**config.mk**
```make
export PLATFORM = sky130hd
export DESIGN_NAME = spi_mem_ctrl
export DESIGN_NICKNAME = d
export VERILOG_FILES = /design/src/rtl/smc_pkg.sv /design/src/rtl/smc_front.sv /design/src/rtl/smc_seq.sv /design/src/rtl/spi_mem_ctrl.sv
export SDC_FILE = /design/constraint.sdc
export NUM_CORES = 1
export LEC_CHECK = 0
export ABC_AREA = 1
export BUFFER_PORTS_ARGS = -buffer_cell sky130_fd_sc_hd__buf_4
export CORE_ASPECT_RATIO = 2
export CORE_UTILIZATION = 51
export CTS_CLUSTER_DIAMETER = 200
export DETAILED_ROUTE_END_ITERATION = 10
export PLACE_DENSITY = 0.75
export SYNTH_ARGS = -nofsm -noshare
export SYNTH_HDL_FRONTEND = slang
export SYNTH_SLANG_ARGS = --single-unit
```
**constraint.sdc**
```tcl
create_clock -name clk -period 1.5 [get_ports clk]
set_clock_uncertainty 0.15 [all_clocks]
set_input_delay 0.075 -clock clk [delete_from_list [all_inputs] [get_ports clk]]
set_output_delay 0.075 -clock clk [all_outputs]
set_load 0.05 [all_outputs]
```
**src/rtl/smc_pkg.sv**
```systemverilog
package smc_pkg;
  localparam int ADDR_W = 9;
  localparam int BYTE_W = 8;

  localparam logic [7:0] CMD_WEL_SET = 8'h06;
  localparam logic [7:0] CMD_WEL_CLR = 8'h04;
  localparam logic [7:0] CMD_STAT_RD = 8'h05;
  localparam logic [7:0] CMD_STAT_WR = 8'h01;
  // memory commands: 0000_A01x, bit3 = address MSB, bit0 = fetch
  localparam logic [7:0] CMD_MEM_MASK = 8'hF6;
  localparam logic [7:0] CMD_MEM_VAL  = 8'h02;

  typedef enum logic [2:0] {
    ST_CMD, ST_ADDR, ST_STORE, ST_FETCH, ST_STRD, ST_STWR, ST_DONE
  } seq_st_t;
endpackage

```
**src/rtl/smc_front.sv**
```systemverilog
module smc_front (
  input  logic clk,
  input  logic rst,
  input  logic sck,
  input  logic cs_n,
  input  logic hold_n,
  input  logic si,
  output logic active,
  output logic held,
  output logic rise,
  output logic fall,
  output logic si_s
);
  logic sck_q, sck_p, cs_q, hold_q, seen_rise;

  always_ff @(posedge clk) begin
    if (rst) begin
      sck_q     <= 1'b0;
      sck_p     <= 1'b0;
      cs_q      <= 1'b1;
      hold_q    <= 1'b1;
      si_s      <= 1'b0;
      held      <= 1'b0;
      seen_rise <= 1'b0;
    end else begin
      sck_q  <= sck;
      sck_p  <= sck_q;
      cs_q   <= cs_n;
      hold_q <= hold_n;
      si_s   <= si;
      // pause state only changes while the serial clock is low
      if (!sck_q) held <= !hold_q;
      if (cs_q) seen_rise <= 1'b0;
      else if (rise) seen_rise <= 1'b1;
    end
  end

  assign active = !cs_q;
  assign rise   = active && !held && sck_q && !sck_p;
  // first falling edge with clock idling high is dropped
  assign fall   = active && !held && !sck_q && sck_p && seen_rise;
endmodule

```
**src/rtl/smc_seq.sv**
```systemverilog
module smc_seq
  import smc_pkg::*;
#(
  parameter int AW = ADDR_W,
  parameter int BW = BYTE_W
) (
  input  logic          clk,
  input  logic          rst,
  input  logic          active,
  input  logic          held,
  input  logic          rise,
  input  logic          fall,
  input  logic          si_s,
  input  logic [BW-1:0] stat_rdata,
  input  logic          perm_ok,
  input  logic [BW-1:0] ram_rdata,
  output logic          so,
  output logic          so_en,
  output logic          wel_set,
  output logic          wel_clr,
  output logic          stat_wr,
  output logic [BW-1:0] stat_wdata,
  output logic          perm_req,
  output logic [AW-1:0] perm_addr,
  output logic [AW-1:0] ram_addr,
  output logic          ram_we,
  output logic [BW-1:0] ram_wdata,
  output logic          ram_re
);
  localparam int CW = $clog2(BW);
  localparam logic [CW-1:0] LAST_BIT = CW'(BW - 1);

  seq_st_t       st;
  logic [CW-1:0] bitcnt;
  logic [BW-2:0] rx;
  logic [BW-1:0] tx, rd_buf, wbuf;
  logic [AW-1:0] ptr;
  logic          a_hi, fetch_sel, rd_on, re_d;
  logic [BW-1:0] byte_in;
  logic          byte_done, out_st;

  assign byte_in   = {rx, si_s};
  assign byte_done = rise && (bitcnt == LAST_BIT);
  assign out_st    = (st == ST_FETCH) || (st == ST_STRD);
  assign so        = tx[BW-1];

  always_ff @(posedge clk) begin
    if (rst) begin
      st <= ST_CMD; bitcnt <= '0; rx <= '0; tx <= '0; rd_buf <= '0;
      wbuf <= '0; ptr <= '0; a_hi <= 1'b0; fetch_sel <= 1'b0;
      rd_on <= 1'b0; re_d <= 1'b0; so_en <= 1'b0;
      wel_set <= 1'b0; wel_clr <= 1'b0; stat_wr <= 1'b0; stat_wdata <= '0;
      perm_req <= 1'b0; perm_addr <= '0;
      ram_addr <= '0; ram_we <= 1'b0; ram_wdata <= '0; ram_re <= 1'b0;
    end else begin
      wel_set <= 1'b0; wel_clr <= 1'b0; stat_wr <= 1'b0;
      perm_req <= 1'b0; ram_we <= 1'b0; ram_re <= 1'b0;
      re_d <= ram_re;
      if (re_d) rd_buf <= ram_rdata;
      // granted store commits one cycle after the request
      if (perm_req && perm_ok) begin
        ram_we    <= 1'b1;
        ram_addr  <= perm_addr;
        ram_wdata <= wbuf;
      end
      if (!active) begin
        st     <= ST_CMD;
        bitcnt <= '0;
        rd_on  <= 1'b0;
      end else begin
        if (rise) begin
          rx     <= byte_in[BW-2:0];
          bitcnt <= bitcnt + 1'b1;
        end
        if (byte_done) begin
          case (st)
            ST_CMD: begin
              if (byte_in == CMD_WEL_SET) begin
                wel_set <= 1'b1; st <= ST_DONE;
              end else if (byte_in == CMD_WEL_CLR) begin
                wel_clr <= 1'b1; st <= ST_DONE;
              end else if (byte_in == CMD_STAT_RD) begin
                st <= ST_STRD;
              end else if (byte_in == CMD_STAT_WR) begin
                st <= ST_STWR;
              end else if ((byte_in & CMD_MEM_MASK) == CMD_MEM_VAL) begin
                a_hi      <= byte_in[3];
                fetch_sel <= byte_in[0];
                st        <= ST_ADDR;
              end else begin
                st <= ST_DONE;
              end
            end
            ST_ADDR: begin
              if (fetch_sel) begin
                ram_addr <= {a_hi, byte_in};
                ram_re   <= 1'b1;
                ptr      <= {a_hi, byte_in} + AW'(1);
                st       <= ST_FETCH;
              end else begin
                ptr <= {a_hi, byte_in};
                st  <= ST_STORE;
              end
            end
            ST_STORE: begin
              perm_req  <= 1'b1;
              perm_addr <= ptr;
              wbuf      <= byte_in;
              ptr       <= ptr + AW'(1);
            end
            ST_FETCH: begin
              ram_addr <= ptr;
              ram_re   <= 1'b1;
              ptr      <= ptr + AW'(1);
            end
            ST_STRD: st <= ST_DONE;
            ST_STWR: begin
              stat_wr    <= 1'b1;
              stat_wdata <= byte_in;
              st         <= ST_DONE;
            end
            ST_DONE: ;
            default: st <= ST_DONE;
          endcase
        end
        if (fall && out_st) begin
          if (bitcnt == '0) begin
            tx    <= (st == ST_STRD) ? stat_rdata : rd_buf;
            rd_on <= 1'b1;
          end else begin
            tx <= {tx[BW-2:0], 1'b0};
          end
        end
      end
      so_en <= active && rd_on && !held && out_st;
    end
  end


  we_granted_chk: assert property (@(posedge clk) disable iff (rst)
    ram_we |-> $past(perm_req && perm_ok));

  we_addr_chk: assert property (@(posedge clk) disable iff (rst)
    ram_we |-> (ram_addr == $past(perm_addr)));

  oe_needs_sel_chk: assert property (@(posedge clk) disable iff (rst)
    !active |=> !so_en);

  hold_freeze_chk: assert property (@(posedge clk) disable iff (rst)
    (active && held) |=> ($stable(bitcnt) && $stable(tx)));

  no_req_unsel_chk: assert property (@(posedge clk) disable iff (rst)
    !active |=> !perm_req);

  one_strobe_chk: assert property (@(posedge clk) disable iff (rst)
    $onehot0({wel_set, wel_clr, stat_wr, perm_req, ram_re}));
endmodule

```
**src/rtl/spi_mem_ctrl.sv**
```systemverilog
module spi_mem_ctrl
  import smc_pkg::*;
(
  input  logic              clk,
  input  logic              rst,
  input  logic              spi_sck,
  input  logic              spi_cs_n,
  input  logic              spi_hold_n,
  input  logic              spi_si,
  output logic              spi_so,
  output logic              spi_so_en,
  output logic              wel_set,
  output logic              wel_clr,
  output logic              stat_wr,
  output logic [BYTE_W-1:0] stat_wdata,
  input  logic [BYTE_W-1:0] stat_rdata,
  output logic              wr_perm_req,
  output logic [ADDR_W-1:0] wr_perm_addr,
  input  logic              wr_perm_ok,
  output logic [ADDR_W-1:0] ram_addr,
  output logic              ram_we,
  output logic [BYTE_W-1:0] ram_wdata,
  output logic              ram_re,
  input  logic [BYTE_W-1:0] ram_rdata
);
  logic active, held, rise, fall, si_s;

  smc_front u_front (
    .clk(clk), .rst(rst), .sck(spi_sck), .cs_n(spi_cs_n),
    .hold_n(spi_hold_n), .si(spi_si), .active(active), .held(held),
    .rise(rise), .fall(fall), .si_s(si_s)
  );

  smc_seq #(.AW(ADDR_W), .BW(BYTE_W)) u_seq (
    .clk(clk), .rst(rst), .active(active), .held(held), .rise(rise),
    .fall(fall), .si_s(si_s), .stat_rdata(stat_rdata),
    .perm_ok(wr_perm_ok), .ram_rdata(ram_rdata), .so(spi_so),
    .so_en(spi_so_en), .wel_set(wel_set), .wel_clr(wel_clr),
    .stat_wr(stat_wr), .stat_wdata(stat_wdata), .perm_req(wr_perm_req),
    .perm_addr(wr_perm_addr), .ram_addr(ram_addr), .ram_we(ram_we),
    .ram_wdata(ram_wdata), .ram_re(ram_re)
  );
endmodule

```
Word-level counts from Yosys, hierarchy flattened
Cells that the tools add are included.

storage, ports and cells
  output and inout bits = 42
  flip-flop bits (word level) = 98
  word-level logic and storage cells = 110

cells by class
  add/subtract/negate cells = 3
  bitwise logic cells = 8
  equal/unequal tests = 12
  reductions and logical operators = 35
  mux-type cells = 23

operators with widths
  operator                                              count
  2-to-1 mux 9 bit                                      5
  case mux 9 bit (2 select lines)                       2
  equality test 8 x 3 -> 1 bit (second input constant)  3
  adder 9 x 1 -> 9 bit (second input constant)          2
  2-to-1 mux 8 bit                                      2
  2-to-1 mux 3 bit                                      5
  equality test 3 bit (second input constant)           4
  logical AND 1 bit                                     12
  case mux 3 bit (3 select lines)                       1
  AND reduction 3 bit                                   3
  equality test 8 x 1 -> 1 bit (second input constant)  1
  inverter 1 bit                                        8
  AND reduction 2 bit                                   4
  AND reduction 8 bit                                   1
  2-to-1 mux 1 bit                                      7
  equality test 3 x 2 -> 1 bit (second input constant)  2
  equality test 6 x 1 -> 1 bit (second input constant)  1
  zero test 3 bit                                       2
  OR reduction 3 bit                                    2
  zero test 1 bit                                       5
  OR reduction 5 bit                                    1
  OR reduction 2 bit                                    2
  OR reduction 4 bit                                    1
  adder 3 x 1 -> 3 bit (second input constant)          1
  4 further kinds                                       4

Logic depth before layout (Yosys ltp)
Gate-level depths: netlist (run 1).

  depth in word-level cells = 7
  depth in mapped cells = 10
  gate-level depth less buffers = 10

Modules after synthesis
Synthesis (run 1) repeated with hierarchy kept, for this count alone.

second synthesis, totals
  cell total of the unflattened synthesis = 588
  area, all modules = 4340.4 sq um

by module, submodules not included
  module     area an instance (sq um)  seq. area each (sq um)  times used  cells an instance
  smc_seq    4090.2                    1821.7                  1           560
  smc_front  250.2                     140.1                   1           28

Worst setup path after synthesis (run 1)
Ideal clock, no wire load.

  path kind = register to register
  start = register u_seq.perm_req
  end = register u_seq.ram_addr[3]
  required time = 1.290 ns
  setup slack = -0.214 ns
  stages on the path, launching flop included = 6
  clock period less this slack = 1.714 ns
  setup time = 0.060 ns
  arrival = 1.504 ns
  buffers on the path = 1
  path through = dfxtp_1 -> nand2_1 -> clkinv_1 -> clkbuf_1 -> o211ai_1 -> nand2_1

between the ends
  cells in the longest elaborated chain, start to end = 6

ends and longest elaborated chain
  element                          RTL line        text
  start, declared                  smc_seq.sv:23   output logic perm_req,
  start signal, assigned           smc_seq.sv:53   perm_req <= 1'b0; perm_addr <= '0;
  start signal, assigned           smc_seq.sv:57   perm_req <= 1'b0; ram_we <= 1'b0; ram_re <= 1'b0;
  start signal, assigned           smc_seq.sv:106  perm_req <= 1'b1;
  logical AND 1 bit *              smc_seq.sv:61   if (perm_req && perm_ok) begin
  2-to-1 mux 9 bit *               smc_seq.sv:61
  2-to-1 mux 9 bit                 smc_seq.sv:95   if (fetch_sel) begin
  case mux 9 bit (2 select lines)  smc_seq.sv:76   case (st)
  2-to-1 mux 9 bit                 smc_seq.sv:75   if (byte_done) begin
  2-to-1 mux 9 bit *               smc_seq.sv:66   if (!active) begin
  end signal, assigned             smc_seq.sv:63   ram_addr <= perm_addr;
  end signal, assigned             smc_seq.sv:96   ram_addr <= {a_hi, byte_in};
  end signal, assigned             smc_seq.sv:112  ram_addr <= ptr;
  end, declared                    smc_seq.sv:25   output logic [AW-1:0] ram_addr,

Mark *: on every way between the ends. The rest lies on a longest branch, timed or not.
A chain may end at the register's enable or synchronous reset.

Final worst setup path (run 1)
  start = register u_seq.st[2]
  end = register u_seq.tx[3]

between the ends
  cells in the longest elaborated chain, start to end = 4
  elaborated cells on any way between the ends = 7
  those cells by class = eq/ne (2); mux (2); reduce/logical (3)

ends and longest elaborated chain
  element                                                              RTL line                       text
  start, declared                                                      smc_seq.sv:33                  seq_st_t st;
  start signal, assigned                                               smc_seq.sv:49                  st <= ST_CMD; bitcnt <= '0; rx <= '0; tx <= '0; rd_buf <= '0;
  start signal, assigned                                               smc_seq.sv:67                  st <= ST_CMD;
  start signal, assigned                                               smc_seq.sv:79                  wel_set <= 1'b1; st <= ST_DONE;
  equality test 3 x 2 -> 1 bit or equality test 3 bit (tied branches)  smc_seq.sv:44, smc_seq.sv:128
  logical OR 1 bit                                                     smc_seq.sv:44                  assign out_st = (st == ST_FETCH) || (st == ST_STRD);
  logical AND 1 bit                                                    smc_seq.sv:126                 if (fall && out_st) begin
  AND reduction 2 bit (no source line)                                 -
  end signal, assigned                                                 smc_seq.sv:128                 tx <= (st == ST_STRD) ? stat_rdata : rd_buf;
  end signal, assigned                                                 smc_seq.sv:131                 tx <= {tx[BW-2:0], 1'b0};
  end, declared                                                        smc_seq.sv:36                  logic [BW-1:0] tx, rd_buf, wbuf;

Several ways; a longest one is shown, not always the timed one.

==> impl_metrics.yaml, run 1 <==
outcome:
  status: "complete, but fails checks"
  violations: "negative setup slack"
drt:
  finalWirelength_mm: 14.7
  vias: 4872
  drt_iter0_drc: 250
  wl_per_cell_um: 16.7
  firstDrtPassIters: 5
  drc: 0
  vias_per_cell: 5.54
  ant_nets: 0
critical_path:
  r2r_slack_ps: -160
  end_kind: "flip-flop"
  startpoint: "u_seq.st[2]"
  crit_type: "flip-flop to flip-flop"
  cp.required_ps: 1590
  arrival_ps: 1750
  reg2reg_from: "u_seq.st[2]"
  crit_path_cell_trace: "inv_4 > nand2_4 > nor2_4 > nor2_4 > nor2_4 > buf_12 > nand2_4 > a21oi_2 > nor2_1"
  slowest_stage: "dfxtp_4"
  max_stage_delay_ps: 380
  critPathLaunchType: "flip-flop"
  crit_path_max_fanout: 5
  cpMostUsedCell: "nor2_4"
synth:
  synthMostInstantiatedCell: "nor2_1"
  syn_inst: 626
  synth.area.top_cells: "dfxtp_1 (44%), nor2_1 (11%), o21ai_0 (8.8%)"
  yosysTopAreaCellShare_pct: 44.4
  synth-async-reset-ratio_pct: 0
  synthDistinctLibCells: 32
  synth_nets: 657
  synth_edf_count: 0
  syn-mean-instance-area_um2: 7.06
  netlist.top_cell.by_area: "dfxtp_1"
  ys.flop_type: "dfxtp_1"
  synthTopCellsByCount: "nor2_1 (124), dfxtp_1 (98), nand2_1 (97)"
  synth_area_um2: 4420
  yosysSeqAreaShare_pct: 44.4
  synth.ff_latch_count: 98
  yosysWarningCount: 0
global_route:
  grt.total_usage_pct: 30.8
  grt.met1_usage_pct: 30.7
  grt_pass1_vias: 4682
  antenna_found_initial: 0
  use_met3_pct: 4.62
  grt.busiest_layer: "met2"
  grt_pass1_wl_mm: 21.2
  overflow: 0
  grt_max_degree: 63
  met2_usage_pct: 57.3
timing:
  finalSetupViolations: 56
  slew_headroom_pct: 70.6
  rsz0062_at_grt: "yes"
  slew_viol_final: 0
  period_share_pct: 110
  fin_crit_ps: 1660
  hold_viol: 0
  timing.hold.ws_ps: 45.0
  setup_ws_ps: -155
  worstMarginPinSlew_ps: 440
  fmax_mhz: 604
power:
  leakagePower_nw: 2.77
  pwr_density_cell_nw_per_um2: 809
  power.total_w: 0.00526
  peakVddDrop_v: 0.000775
final_layout:
  regArea_um2: 1980
  area_growth_pct: 47.0
  antenna-diode-count: 0
  fillCellCount: 549
  drive_above_1_share_pct: 30.6
  multiInputGateArea_um2: 2400
  finalNetCount: 807
  fin_cells: 879
floorplan:
  die_area_um2: 9060
  pin_count: 65
  core_area_um2: 8350
  die_h_um: 134
  fp-row-count: 47
  die_width_um: 67.8
  start_util_pct: 52.9
clock_tree:
  clk_pin_slew_ps: 70
  clockBufferDepth: 2
  cts_sinks: 98
  cts_htree_levels: 3
  cts-root-buf: "clkbuf_16"
  cts_tree: "built"
  clk-insertion-delay-late_ps: 350
  cts_buffers: 9
placed_design:
  place.gp.congestion: 0.941
  dp_hpwl_mm: 9.28
  port_buffers: 64
  pre_cts_slack_ps: -152
  dpl.cell_count: 819
min_path:
  hp-start: "wr_perm_ok"
  min_path_type: "primary input to flip-flop"
flow_run:
  maxCapViolCount: 0
==> flip-flops by register name, summed over array words and instances (netlist names), 3 cells and up <==
signal / count
u_seq.perm_addr: 9
u_seq.wbuf: 8
u_seq.ptr: 9
u_seq.st: 3
u_seq.ram_wdata: 8
u_seq.ram_addr: 9
u_seq.bitcnt: 3
u_seq.stat_wdata: 8
u_seq.rx: 7
u_seq.rd_buf: 8
u_seq.tx: 8
==> power by group <==
group | switching, W | internal (W) | total (W)
combinational | 0.000173 | 0.000168 | 0.000341
sequential | 0.0000140 | 0.00261 | 0.00262
clock | 0.00112 | 0.00118 | 0.00229
total | 0.00130 | 0.00395 | 0.00526
==> worst paths after layout <==
path / end / cells after the start
setup / recovery: u_seq.tx[3] / 9
hold / removal: u_seq.ram_we / 4
setup reg to reg: u_seq.tx[3] / 9
hold reg to reg: u_front.held / 1
==> cell usage in the layout, fill, tap and decap left out, types with 4 or more instances in the layout <==
cell / synthesis / final
a21oi_1: 43 / 33
a21oi_2: 0 / 10
buf_12: 0 / 5
buf_4: 0 / 124
buf_6: 3 / 4
clkbuf_16: 0 / 12
dfxtp_1: 98 / 90
dfxtp_2: 0 / 4
dfxtp_4: 0 / 4
dlygate4sd3_1: 0 / 24
ha_1: 8 / 4
inv_1: 52 / 49
inv_2: 7 / 5
inv_4: 1 / 6
nand2_1: 97 / 83
nand2_2: 0 / 7
nand2_4: 1 / 8
nand3_1: 37 / 35
nand3_4: 0 / 5
nand4_1: 4 / 4
nor2_1: 124 / 116
nor2_2: 2 / 7
nor2_4: 4 / 7
o211ai_1: 7 / 7
o21ai_0: 78 / 55
o21ai_1: 12 / 29
o21ai_2: 0 / 5
o22ai_1: 6 / 5
==> layer usage <==
metal	vias up	part of all wire [%]
met5	-	0
met4	0	5.5
met3	58	4.9
met2	184	55
met1	2287	35
li1	2343	-
==> metrics by stage <==
step / setup TNS, ps / utilization, % / area (µm²)
floorplan: -18.8 / - / 4500
global placement: -3610 / 65.0 / 5430
detailed placement: -5170 / 65.0 / 5430
CTS: -3510 / 73.2 / 6110
global route: -8410 / 77.8 / 6500
finish: -3970 / 77.8 / 6500
==> critical path, delay by kind of cell (launching register included) <==
kind / cells / cell delay (ps)
buffers and inverters: 2 / 260
flip-flops: 1 / 380
AO/OA/AOI/OAI: 1 / 130
AND/OR/NAND/NOR: 6 / 630
==> cell type report <==
type / count / share of cell area (%)
inverter: 62 / 3.99
tap: 98 / 1.89
clock buffer: 9 / 3.47
timing repair buffer: 162 / 21.9
clock inverter: 7 / 1.14
multi-input combinational: 441 / 36.9
timing repair inverter: 2 / 0.212
sequential: 98 / 30.5
==> logic make-up after synthesis <==
group,Yosys count,share of synthesized area (%)
compound gates,149,17.8
fa+ha+maj,8,2.27
simple gates,281,27.0
flops,98,44.4
xor+xnor,1,0.198
buf+inv,89,8.32
==> repair_timing <==
action | CTS | global route
setup endpoints to repair | 53 | 75
hold endpoints to repair | 27 | 1
setup buffers | 7 | 6
gates cloned | 3 | 4
pin swaps | 5 | 21
resized for setup | 27 | 82
hold buffers | 24 | 1
Power figures use the tool's default switching activity.
==> run 2: changes to the inputs <==
==> constraint.sdc (replaced) <==
create_clock -name clk -period 1.4 [get_ports clk]
set_clock_uncertainty 0.15 [all_clocks]
set_input_delay 0.07 -clock clk [delete_from_list [all_inputs] [get_ports clk]]
set_output_delay 0.07 -clock clk [all_outputs]
set_load 0.05 [all_outputs]
==> impl_metrics.yaml, run 2 (synthesized netlist as in run 1, its figures left out) <==
outcome:
  status: "complete, but fails checks"
  violations: "negative setup slack"
placed_design:
  dp_hpwl_mm: 9.59
  place.gp.congestion: 0.889
  dpl.cell_count: 827
  port_buffers: 64
  placed_area_um2: 5540
critical_path:
  critPathLaunchType: "flip-flop"
  crit_path_cell_trace: "ha_4 > ha_4 > nand3_4 > inv_6 > buf_4 > nand3_2 > o21ai_0 > nor2_1"
  cpMostUsedCell: "ha_4"
  end_kind: "flip-flop"
  r2r_slack_ps: -220
  crit_type: "flip-flop to flip-flop"
  crit_path_max_fanout: 5
  startpoint: "u_seq.bitcnt[1]"
  arrival_ps: 1710
  cp.required_ps: 1490
  max_stage_delay_ps: 350
  reg2reg_from: "u_seq.bitcnt[1]"
  slowest_stage: "dfxtp_2"
clock_tree:
  cts_buffers: 9
  clockBufferDepth: 2
  cts_htree_levels: 3
  clk-insertion-delay-late_ps: 350
  cts_sinks: 98
  cts-root-buf: "clkbuf_16"
  cts_tree: "built"
  clk_pin_slew_ps: 70
global_route:
  grt.total_usage_pct: 32.6
  grt_max_degree: 46
  grt_pass1_vias: 4805
  antenna_found_initial: 0
  grt_pass1_wl_mm: 22.2
  overflow: 0
timing:
  slew_viol_final: 0
  slew_headroom_pct: 67.9
  fmax_mhz: 616
  worstMarginPinSlew_ps: 481
  fin_tns_setup_ps: -9050
  fin_crit_ps: 1620
  finalSetupViolations: 63
  hold_viol: 0
  period_share_pct: 116
  setup_ws_ps: -224
  rsz0062_at_grt: "yes"
power:
  leakagePower_nw: 2.82
  power.total_w: 0.00577
  peakVddDrop_v: 0.000768
  pwr_density_cell_nw_per_um2: 869
final_layout:
  regArea_um2: 1990
  area_growth_pct: 50.2
  drive_above_1_share_pct: 34.7
  final_cell_mix: "buf_4 (133), nor2_1 (113), dfxtp_1 (85)"
  fin_area_um2: 6640
  fillCellCount: 568
  utilization_pct: 79.5
  fin_cells: 888
  layout_commonest_cell: "buf_4"
  multiInputGateArea_um2: 2470
  antenna-diode-count: 0
  reg_top3: "u_seq.perm_addr (9), u_seq.ptr (9), u_seq.ram_addr (9)"
  finalNetCount: 816
drt:
  ant_nets: 0
  vias: 4987
  vias_per_cell: 5.62
  wl_per_cell_um: 17.5
  finalWirelength_mm: 15.5
  drc: 0
  drt_iter0_drc: 377
  firstDrtPassIters: 5
floorplan:
  start_util_pct: 52.9
  die_width_um: 67.8
  pin_count: 65
  die_h_um: 134
  die_area_um2: 9060
  core_area_um2: 8350
  fp-row-count: 47
min_path:
  min_path_type: "primary input to flip-flop"
  hp-start: "wr_perm_ok"
flow_run:
  maxCapViolCount: 0
## run 2: changes by cell type in the layout (fill, tap and decap cells not counted), sizes merged
cell,before,now
clkinvlp,1,4
bufinv,0,1
inv,65,61
clkbuf,12,11
buf,135,147
dlygate4sd3,24,22
## run 2: critical path: cells and delay by family (launching register included)
| family | cells | cell delay, ps |
|---|---|---|
| fa+ha+maj | 2 | 260 |
| compound gates | 1 | 210 |
| buf+inv | 2 | 240 |
| flops | 1 | 350 |
| simple gates | 3 | 300 |
## run 2: area by class of cell
| class | count | area share, % |
|---|---|---|
| Clock inverter | 7 | 1.28 |
| Clock buffer | 9 | 3.39 |
| Tap cell | 98 | 1.85 |
| Timing Repair inverter | 2 | 0.207 |
| Sequential cell | 98 | 29.9 |
| Timing Repair Buffer | 171 | 22.1 |
| Inverter | 62 | 4.00 |
| Multi-Input combinational cell | 441 | 37.2 |
## run 2: per-layer routing
layer,share of wire (%),global-route usage [%],vias to the layer above
met5,0,0,-
met4,5.3,17.2,0
met3,5.0,5.14,83
met2,55,60.7,225
met1,35,32.5,2323
li1,-,-,2356
## run 2: through the flow
| stage | setup slack, ps | hold WS (ps) |
|---|---|---|
| after detailed placement | -237 | 113 |
| after global placement | -200 | 105 |
| after global routing | -278 | 64.1 |
| after floorplan | -92.9 | 19.6 |
| after CTS | -237 | 23.1 |
| final | -224 | 30.2 |
## run 2: worst paths after layout
check / endpoint / cells past startpoint
hold reg to reg: u_front.held / 1
setup / recovery: u_seq.perm_addr[8] / 8
hold / removal: u_seq.ram_we / 4
setup reg to reg: u_seq.perm_addr[8] / 8
## run 2: power breakdown
group          switching, W  internal [W]
logic              0.000195      0.000184
registers         0.0000165       0.00280
clock network       0.00116       0.00142
total               0.00137       0.00440
## run 2: what timing repair did
action                     in CTS  in global routing
hold endpoints to repair       22                  0
buffers inserted                8                 11
pin swaps                      10                 29
cloned                          4                  3
hold buffers                   22                  0
gates resized for setup        37                 73
setup endpoints to repair      61                 87
